$ cat src/rtl/seq_lock_pkg.sv
package seq_lock_pkg;
  // State encoding: bit 3 is the open output, bits 2:0 are the code select.
  typedef enum logic [3:0] {
    LK_ERR  = 4'b0000,
    LK_STEP1 = 4'b0001,
    LK_STEP2 = 4'b0010,
    LK_STEP3 = 4'b0100,
    LK_OPEN = 4'b1000
  } lock_state_t;

  localparam int unsigned NUM_CODES = 3;

  function automatic logic open_of(input lock_state_t s);
    return s[3];
  endfunction

  function automatic logic [NUM_CODES-1:0] sel_of(input lock_state_t s);
    return s[NUM_CODES-1:0];
  endfunction

  function automatic logic in_entry(input lock_state_t s);
    return (s == LK_STEP1) || (s == LK_STEP2) || (s == LK_STEP3);
  endfunction
endpackage

$ cat src/rtl/seq_lock_codes.sv
module seq_lock_codes #(
  parameter int unsigned CODE_W = 4,
  parameter int unsigned NCODE  = 3,
  parameter logic [NCODE*CODE_W-1:0] INIT = '0,
  localparam int unsigned SLOT_W = $clog2(NCODE + 1)
) (
  input  logic                    clk,
  input  logic                    rst,
  input  logic                    wr,
  input  logic [SLOT_W-1:0]       slot,
  input  logic [CODE_W-1:0]       data,
  output logic [NCODE*CODE_W-1:0] codes
);
  for (genvar i = 0; i < NCODE; i++) begin : g_code
    logic [CODE_W-1:0] code_q;
    logic              hit;
    assign hit = wr && (slot == SLOT_W'(i));

    always_ff @(posedge clk) begin
      if (rst)      code_q <= INIT[i*CODE_W +: CODE_W];
      else if (hit) code_q <= data;
    end
    assign codes[i*CODE_W +: CODE_W] = code_q;

    p_write_r8: assert property (@(posedge clk) disable iff (rst)
      (wr && slot == SLOT_W'(i)) |=> codes[i*CODE_W +: CODE_W] == $past(data));
    p_keep_r8: assert property (@(posedge clk) disable iff (rst)
      !(wr && slot == SLOT_W'(i)) |=> $stable(codes[i*CODE_W +: CODE_W]));
  end
endmodule

$ cat src/rtl/seq_lock_pick.sv
module seq_lock_pick #(
  parameter int unsigned CODE_W = 4,
  parameter int unsigned NCODE  = 3
) (
  input  logic [NCODE-1:0]        sel,
  input  logic [NCODE*CODE_W-1:0] codes,
  input  logic [CODE_W-1:0]       key,
  output logic                    match
);
  logic [CODE_W-1:0] picked;

  always_comb begin
    picked = '0;
    for (int i = 0; i < NCODE; i++)
      if (sel[i]) picked = picked | codes[i*CODE_W +: CODE_W];
  end

  assign match = (sel != '0) && (picked == key);
endmodule

$ cat src/rtl/seq_lock_fsm.sv
module seq_lock_fsm
  import seq_lock_pkg::*;
(
  input  logic        clk,
  input  logic        rst,
  input  logic        stb,
  input  logic        match,
  output lock_state_t state
);
  lock_state_t nxt;
  logic entry_ok, entry_bad;

  assign entry_ok  = stb && match;
  assign entry_bad = stb && !match;

  always_comb begin
    nxt = state;
    if (in_entry(state) && entry_bad) nxt = LK_ERR;
    else if (entry_ok) begin
      unique case (state)
        LK_STEP1: nxt = LK_STEP2;
        LK_STEP2: nxt = LK_STEP3;
        LK_STEP3: nxt = LK_OPEN;
        default:  nxt = state;
      endcase
    end
  end

  always_ff @(posedge clk) begin
    if (rst) state <= LK_STEP1;
    else     state <= nxt;
  end

  p_reset_r1: assert property (@(posedge clk) rst |=> state == LK_STEP1);
  p_hold_r2: assert property (@(posedge clk) disable iff (rst)
    (in_entry(state) && !stb) |=> $stable(state));
  p_bad_r5: assert property (@(posedge clk) disable iff (rst)
    (in_entry(state) && entry_bad) |=> state == LK_ERR);
  p_sticky_r6: assert property (@(posedge clk) disable iff (rst)
    (state == LK_OPEN || state == LK_ERR) |=> $stable(state));
  p_open_r4: assert property (@(posedge clk) disable iff (rst)
    (state == LK_STEP3 && entry_ok) |=> state == LK_OPEN);
endmodule

$ cat src/rtl/seq_lock_top.sv
module seq_lock_top
  import seq_lock_pkg::*;
#(
  parameter int unsigned CODE_W = 4,
  parameter logic [CODE_W-1:0] CODE_A = 4'd3,
  parameter logic [CODE_W-1:0] CODE_B = 4'd4,
  parameter logic [CODE_W-1:0] CODE_C = 4'd2
) (
  input  logic              clk,
  input  logic              rst,
  input  logic [CODE_W-1:0] key_val,
  input  logic              key_stb,
  input  logic              code_wr,
  input  logic [1:0]        code_slot,
  input  logic [CODE_W-1:0] code_data,
  output logic              door_open,
  output logic [2:0]        code_sel
);
  localparam logic [NUM_CODES*CODE_W-1:0] INIT_ALL = {CODE_C, CODE_B, CODE_A};

  logic [NUM_CODES*CODE_W-1:0] codes;
  logic                        key_match;
  lock_state_t                 state;

  seq_lock_codes #(.CODE_W(CODE_W), .NCODE(NUM_CODES), .INIT(INIT_ALL)) u_codes (
    .clk(clk), .rst(rst), .wr(code_wr), .slot(code_slot), .data(code_data), .codes(codes)
  );

  seq_lock_pick #(.CODE_W(CODE_W), .NCODE(NUM_CODES)) u_pick (
    .sel(code_sel), .codes(codes), .key(key_val), .match(key_match)
  );

  seq_lock_fsm u_fsm (
    .clk(clk), .rst(rst), .stb(key_stb), .match(key_match), .state(state)
  );

  assign door_open = open_of(state);
  assign code_sel  = sel_of(state);

  p_sel_onehot_r9: assert property (@(posedge clk) disable iff (rst) $onehot0(code_sel));
  p_open_idle_sel_r9: assert property (@(posedge clk) disable iff (rst)
    door_open |-> code_sel == 3'b000);
  p_adv_r3: assert property (@(posedge clk) disable iff (rst)
    (key_stb && key_match && code_sel == 3'b001) |=> code_sel == 3'b010);
endmodule

$ cat config.mk
export PLATFORM = sky130hd
export DESIGN_NAME = seq_lock_top
export DESIGN_NICKNAME = d
export VERILOG_FILES = /design/src/rtl/seq_lock_pkg.sv /design/src/rtl/seq_lock_codes.sv /design/src/rtl/seq_lock_pick.sv /design/src/rtl/seq_lock_fsm.sv /design/src/rtl/seq_lock_top.sv
export SDC_FILE = /design/constraint.sdc
export NUM_CORES = 1
export LEC_CHECK = 0
export ABC_AREA = 1
export BUFFER_PORTS_ARGS = -buffer_cell sky130_fd_sc_hd__buf_2
export CORE_UTILIZATION = 50
export CTS_CLUSTER_SIZE = 12
export DETAILED_ROUTE_END_ITERATION = 7
export GPL_TIMING_DRIVEN = 1
export PLACE_DENSITY = 0.74
export SYNTH_ARGS = -nofsm -noshare
export SYNTH_HDL_FRONTEND = slang
export SYNTH_HIERARCHICAL = 1
export SYNTH_SLANG_ARGS = --single-unit
$ cat constraint.sdc
create_clock -name clk -period 3.25 [get_ports clk]
set_clock_uncertainty 0.15 [all_clocks]
set_input_delay 0.65 -clock clk [delete_from_list [all_inputs] [get_ports clk]]
set_output_delay 0.65 -clock clk [all_outputs]
set_load 0.05 [all_outputs]
==> reports/metrics.yaml, run 1 <==
cts_max_path_buffers: 2
wl_um: 1850
layout-drive-gt1-share: 0.180
finalSetupViolCount: 0
crit_path_cell_trace: "buf_2"
max_stage_delay_ns: 0.53
wl_met2_um: 922
syn_area_per_cell_sq_um: 6.33
grt_pass1_vias: 716
whs_endpoint: "u_codes/g_code[0].code_q[1]"
die_y_um: 44.5
numPortBuffers: 17
crit_family: "flip-flops"
die_area_sq_mm: 0.00198
routed_via_density: 4.99
r2r_end: "u_fsm/state[1]"
cts.sinks: 16
fin_cells: 186
hp-start: "u_codes/g_code[0].code_q[1]"
synth_top_flop_cell: "dfxtp_1"
syn_nets: 157
grt_usage: 0.202
setup_tns_ns: 0
cts-root-buf: "clkbuf_4"
synth_most_common_cell: "nand2_1"
start_util: 0.530
power_density_mw_per_mm2: 379
ys_top_cells_by_count: "46 x nand2_1, 21 x inv_1, 20 x nor2_1, 16 x dfxtp_1, 15 x nand3_1"
cts-resized-gates: 0
cp-end-kind: "output pin"
p_leak_nw: 0.545
synth_top_area_frac: 0.354
core_sq_mm: 0.00171
routedWlPerCell_um: 9.97
hold_depth: 2
grt_max_degree: 13
post-synth-top-area-cell: "dfxtp_1"
synth_cells: 143
antenna_found_initial: 0
first_pass_iters: 4
async_reset_ff_frac: 0
worstSkewPairLatency_ns: 0.28
diodes: 0
rsz0062_at_grt: "false"
synthTopCellsByArea: "dfxtp_1 35%, nand2_1 19%, inv_1 8.7%"
fin_crit_ns: 1.94
area_growth_pct: 12.9
required_ns: 2.45
ctsHoldBuffers: 0
yosys.cell_types.count: 15
finalMaxSlewViolations: 0
ant_nets: 0
std_cell_rows: 15
min_path_type: "flip-flop to flip-flop"
fmax_ghz: 0.515
maxUsedRoutingLayer: "met4"
grt_pass1_wl_um: 2930
cp_max_fo: 10
h-tree-depth: 1
reg2reg_depth: 10
pin_count: 18
outcome: "completed"
cp-start-kind: "flip-flop"
drcViolationCount: 0
die_w_um: 44.5
maxCapViolCount: 0
cts_made_buffers: 3
post_cts_buffers: 0
r2r_slack_ns: 1.54
fin_nets: 177
dp_hpwl_um: 1390
period_share: 0.597
slew_headroom: 0.761
place.gp.congestion: 0.767
critPathKind: "flip-flop to output pin"
path_buf_inv: 1
dr_wl_met3_um: 55
place_inst: 183
arrival_ns: 1.14
synth-seq-cells: 16
yosys_warnings: 6
hold_violations: 0
clk_pin_slew_ns: 0.10
synth_area_sq_um: 905
irDropWorstVdd_uv: 242
worstMarginPinSlew_ns: 0.358
vias: 929
synth_edf_count: 0
met1_length_um: 862
seq_area_frac_synth: 0.354
rr_startpoint: "u_fsm/state[2]"
first_iter_violations: 25
overflow: 0
cp_slowest_cell: "dfxtp_1"
cts_tree: "built"
n_fill_cell: 173
==> worst max-delay path by stage <==
stage,from,endpoint,slack [ns],depth (start not counted)
after floorplan,u_fsm/state[2],u_fsm/state[2],1.39,11
after global placement,key_val[2],u_fsm/state[1],1.49,10
after detailed placement,key_val[2],u_fsm/state[1],1.45,10
after CTS,u_fsm/state[2],code_sel[2],1.29,1
after global routing,u_fsm/state[1],code_sel[1],1.25,1
final,u_fsm/state[2],code_sel[2],1.31,1
==> layout by cell type, fill, tap and decap left out, types with 2 or more instances in the layout <==
cell type / n
nand2_1: 46
inv_1: 21
nor2_1: 20
buf_2: 17
dfxtp_1: 16
nand3_1: 15
nand4_1: 7
a21oi_1: 5
clkbuf_4: 3
nand3_2: 3
inv_2: 2
nor2_2: 2
==> routing by layer <==
metal | GRT usage | vias up
li1 | - | 488
met1 | 0.255 | 419
met2 | 0.341 | 20
met3 | 0.0245 | 2
met4 | 0.0909 | 0
met5 | 0 | -
==> power breakdown <==
| group | total, mW | switching, mW | internal, mW |
|---|---|---|---|
| sequential | 0.212 | 0.00691 | 0.205 |
| combinational | 0.0692 | 0.0441 | 0.0251 |
| clock | 0.106 | 0.0632 | 0.0430 |
==> logic make-up after synthesis <==
group	after synthesis	synth area share
buf+inv	25	0.120
compound gates	6	0.0360
flops	16	0.354
simple gates	96	0.490
==> final cells by class <==
type,instances,area [sq um],area share
sequential,16,320,0.314
tap,25,31.3,0.0306
inverter,23,86.3,0.0846
clock buffer,3,22.5,0.0221
timing repair buffer,17,85.1,0.0833
multi-input combinational,102,475,0.466
==> through the flow <==
stage,instance area [sq um],power (mW),hold WS [ns],worst slack [ns],utilization
3_5_place_dp,998,0.286,0.295,1.45,0.585
4_1_cts,1020,0.389,0.320,1.29,0.598
6_report,1020,0.387,0.318,1.31,0.598
5_1_grt,1020,0.406,0.341,1.25,0.598
3_3_place_gp,998,0.284,0.294,1.49,0.585
2_1_floorplan,905,0.265,0.279,1.39,-
==> registers in the layout, indices dropped and copies added (netlist names) <==
signal,flops
u_codes/g_code.code_q,12
u_fsm/state,4
Note: power is estimated with default switching activity, not from simulation.
==> inputs of run 2 (changes only) <==
--- a/config.mk
+++ b/config.mk
@@ -5,13 +5,13 @@
 export SDC_FILE = /design/constraint.sdc
 export NUM_CORES = 1
 export LEC_CHECK = 0
-export ABC_AREA = 1
+export ABC_AREA = 0
 export BUFFER_PORTS_ARGS = -buffer_cell sky130_fd_sc_hd__buf_2
 export CORE_UTILIZATION = 50
 export CTS_CLUSTER_SIZE = 12
 export DETAILED_ROUTE_END_ITERATION = 7
 export GPL_TIMING_DRIVEN = 1
-export PLACE_DENSITY = 0.74
+export PLACE_DENSITY = 0.75
 export SYNTH_ARGS = -nofsm -noshare
 export SYNTH_HDL_FRONTEND = slang
 export SYNTH_HIERARCHICAL = 1
==> constraint.sdc (replaced) <==
create_clock -name clk -period 2.05 [get_ports clk]
set_clock_uncertainty 0.15 [all_clocks]
set_input_delay 0.41 -clock clk [delete_from_list [all_inputs] [get_ports clk]]
set_output_delay 0.41 -clock clk [all_outputs]
set_load 0.05 [all_outputs]
==> run 2 against run 1 <==
  * The run now ends with design-rule violations left
  * Register-to-register slack got worse by 1.4 ns
  * Synthesized area fell by 12%
  * Critical path type is now flip-flop to flip-flop
  * Synthesized cell count fell by 45%
  * Hold slack got worse by 0.068 ns
  * Critical path depth rose by 5
  * Utilization rose by 1.9 points
  * Worst setup slack got worse by 1.2 ns
  * Largest cell class unchanged
==> reports/metrics.yaml, run 2 <==
routed_via_density: 5.99
cts_tree: "built"
drcViolationCount: 1
pwr-share-comb: 0.147
syn_area_per_cell_sq_um: 10.2
largest_reg_flops: 12
endpoint: "u_fsm/state[2]"
clockPowerShare: 0.275
ant_nets: 0
post-synth-top-area-cell: "dfxtp_1"
r2r_slack_ns: 0.11
outcome: "finished with violations"
fin_crit_ns: 1.94
required_ns: 2.09
std_cell_rows: 14
failed_checks: "design-rule violations"
seq_area_frac_synth: 0.403
reg2reg_depth: 6
cts-root-buf: "clkbuf_4"
yosys.cell_types.count: 22
power.share.switching: 0.250
setup_tns_ns: 0
synth_cells: 78
rr_startpoint: "u_fsm/state[0]"
cp-start-kind: "flip-flop"
synth-seq-cells: 16
dp_hpwl_um: 1190
startpoint: "u_fsm/state[0]"
async_reset_ff_frac: 0
cp-end-kind: "flip-flop"
cp_max_fo: 11
die_w_um: 41.9
cts_made_buffers: 3
worstSkewPairLatency_ns: 0.28
fmax_ghz: 0.515
finalSetupViolCount: 0
wl_um: 1620
reg.largest.list: "u_codes/g_code.code_q (12), u_fsm/state (4)"
grt_max_degree: 25
pin_count: 18
largest_register: "u_codes/g_code.code_q"
die_y_um: 41.9
arrival_ns: 1.98
hold_violations: 0
grt_pass1_vias: 613
dpl_cell_area_sq_um: 893
finalMaxSlewViolations: 0
overflow: 0
numPortBuffers: 17
cts_max_path_buffers: 2
fin_nets: 112
p_int_mw: 0.431
slew_headroom: 0.763
core_sq_mm: 0.00149
period_share: 0.948
worstMarginPinSlew_ns: 0.355
p_leak_nw: 0.388
syn_nets: 92
synthTopCellsByArea: "dfxtp_1 40%, mux2i_1 15%, nand2b_1 9.4%"
cts.sinks: 16
synth_top_flop_cell: "dfxtp_1"
synth_most_common_cell: "dfxtp_1"
grt_pass1_wl_um: 2710
first_iter_violations: 24
synth_top_area_frac: 0.403
die_area_sq_mm: 0.00176
h-tree-depth: 1
final_common_cell: "buf_2"
synth_area_sq_um: 796
p_sw_mw: 0.144
seq_power_share: 0.578
layout-drive-gt1-share: 0.281
diodes: 0
min_path_type: "primary input to flip-flop"
ys_top_cells_by_count: "16 x dfxtp_1, 12 x mux2i_1, 12 x nand2b_1, 9 x nor2_1, 4 x a222oi_1"
place.gp.congestion: 0.733
pre_cts_ws_ns: 0.0824
final_cell_mix: "17 x buf_2, 14 x dfxtp_1, 12 x nand2b_1, 12 x mux2i_1, 9 x nor2_1"
grt_usage: 0.204
area_growth_pct: 15.4
clk_pin_slew_ns: 0.08
start_util: 0.534
synth_edf_count: 0
rsz0062_at_grt: "false"
maxCapViolCount: 0
design_area_sq_um: 918
irDropWorstVdd_uv: 379
first_pass_iters: 7
fin_ws_ns: 0.107
r2r_end: "u_fsm/state[2]"
yosys_warnings: 6
routedWlPerCell_um: 14.5
critPathKind: "flip-flop to flip-flop"
vias: 671
antenna_found_initial: 0
power_density_mw_per_mm2: 625
## run 2: cell types whose count changed in the layout (fill, tap and decap cells not counted), sizes merged, moves of 4 or more
cell,before,now
a21oi,5,0
a222oi,0,4
inv,23,2
mux2i,0,12
nand2,46,0
nand2b,0,12
nand3,19,0
nand4,7,0
nor2,23,9
## run 2: metrics by stage
step / cells / hold WS [ns] / utilization / power [mW]
5_1_grt: 112 / 0.270 / 0.617 / 0.600
4_1_cts: 112 / 0.245 / 0.615 / 0.582
2_1_floorplan: 78 / 0.298 / - / 0.394
3_5_place_dp: 109 / 0.320 / 0.600 / 0.423
6_report: 112 / 0.250 / 0.617 / 0.574
3_3_place_gp: 109 / 0.314 / 0.600 / 0.421
## run 2: worst max-delay path, cell delays in order (launching register included)
cell and delay, ns:
dfxtp_2 0.39, a222oi_1 0.41, xor2_1 0.19, o311ai_1 0.12, nor3_2 0.19, nand4bb_1 0.12, a221oi_1 0.29
## run 2: cell type report
| type | instances | area, sq um |
|---|---|---|
| sequential | 16 | 323 |
| clock buffer | 3 | 22.5 |
| inverter | 2 | 7.51 |
| timing repair buffer | 18 | 92.6 |
| tap | 16 | 20.0 |
| multi-input combinational | 57 | 453 |
| fill | 142 | 571 |
## run 2: power by group through the flow
stage	combinational [mW]	clock [mW]	sequential (mW)
finish	0.0844	0.158	0.332
global route	0.0921	0.174	0.334
CTS	0.0847	0.166	0.331
detailed placement	0.0842	0	0.339
global placement	0.0825	0	0.338
floorplan	0.0508	0	0.343
## run 2: how the worst min path moves through the flow
stage	cells after the start	start	endpoint
after CTS	3	code_data[1]	u_codes/g_code[1].code_q[1]
after detailed placement	2	u_codes/g_code[0].code_q[3]	u_codes/g_code[0].code_q[3]
final	3	code_data[1]	u_codes/g_code[1].code_q[1]
after global routing	3	code_data[1]	u_codes/g_code[1].code_q[1]
after floorplan	2	u_codes/g_code[2].code_q[3]	u_codes/g_code[2].code_q[3]
after global placement	2	u_codes/g_code[1].code_q[3]	u_codes/g_code[1].code_q[3]
## run 2: timing repair
action                                  in CTS  in global routing
hold buffers                                 0                  0
endpoints found under the setup margin       0                  3
gates resized for setup                      0                  2
buffers inserted                             0                  0
hold endpoints to repair                     0                  0
## run 2: per-layer routing
layer / global-route usage / vias to the layer above / part of all wire
met5: 0 / - / 0
met4: 0.0968 / 0 / 0.0086
met3: 0.0304 / 4 / 0.059
met2: 0.325 / 26 / 0.48
met1: 0.268 / 318 / 0.45
li1: - / 323 / -
## run 2: cells by family after synthesis
kind of cell / count (synthesis) / synth area share
simple gates: 32 / 0.270
flops: 16 / 0.403
mux: 12 / 0.151
compound gates: 9 / 0.104
buf+inv: 5 / 0.0283
xor+xnor: 4 / 0.0440
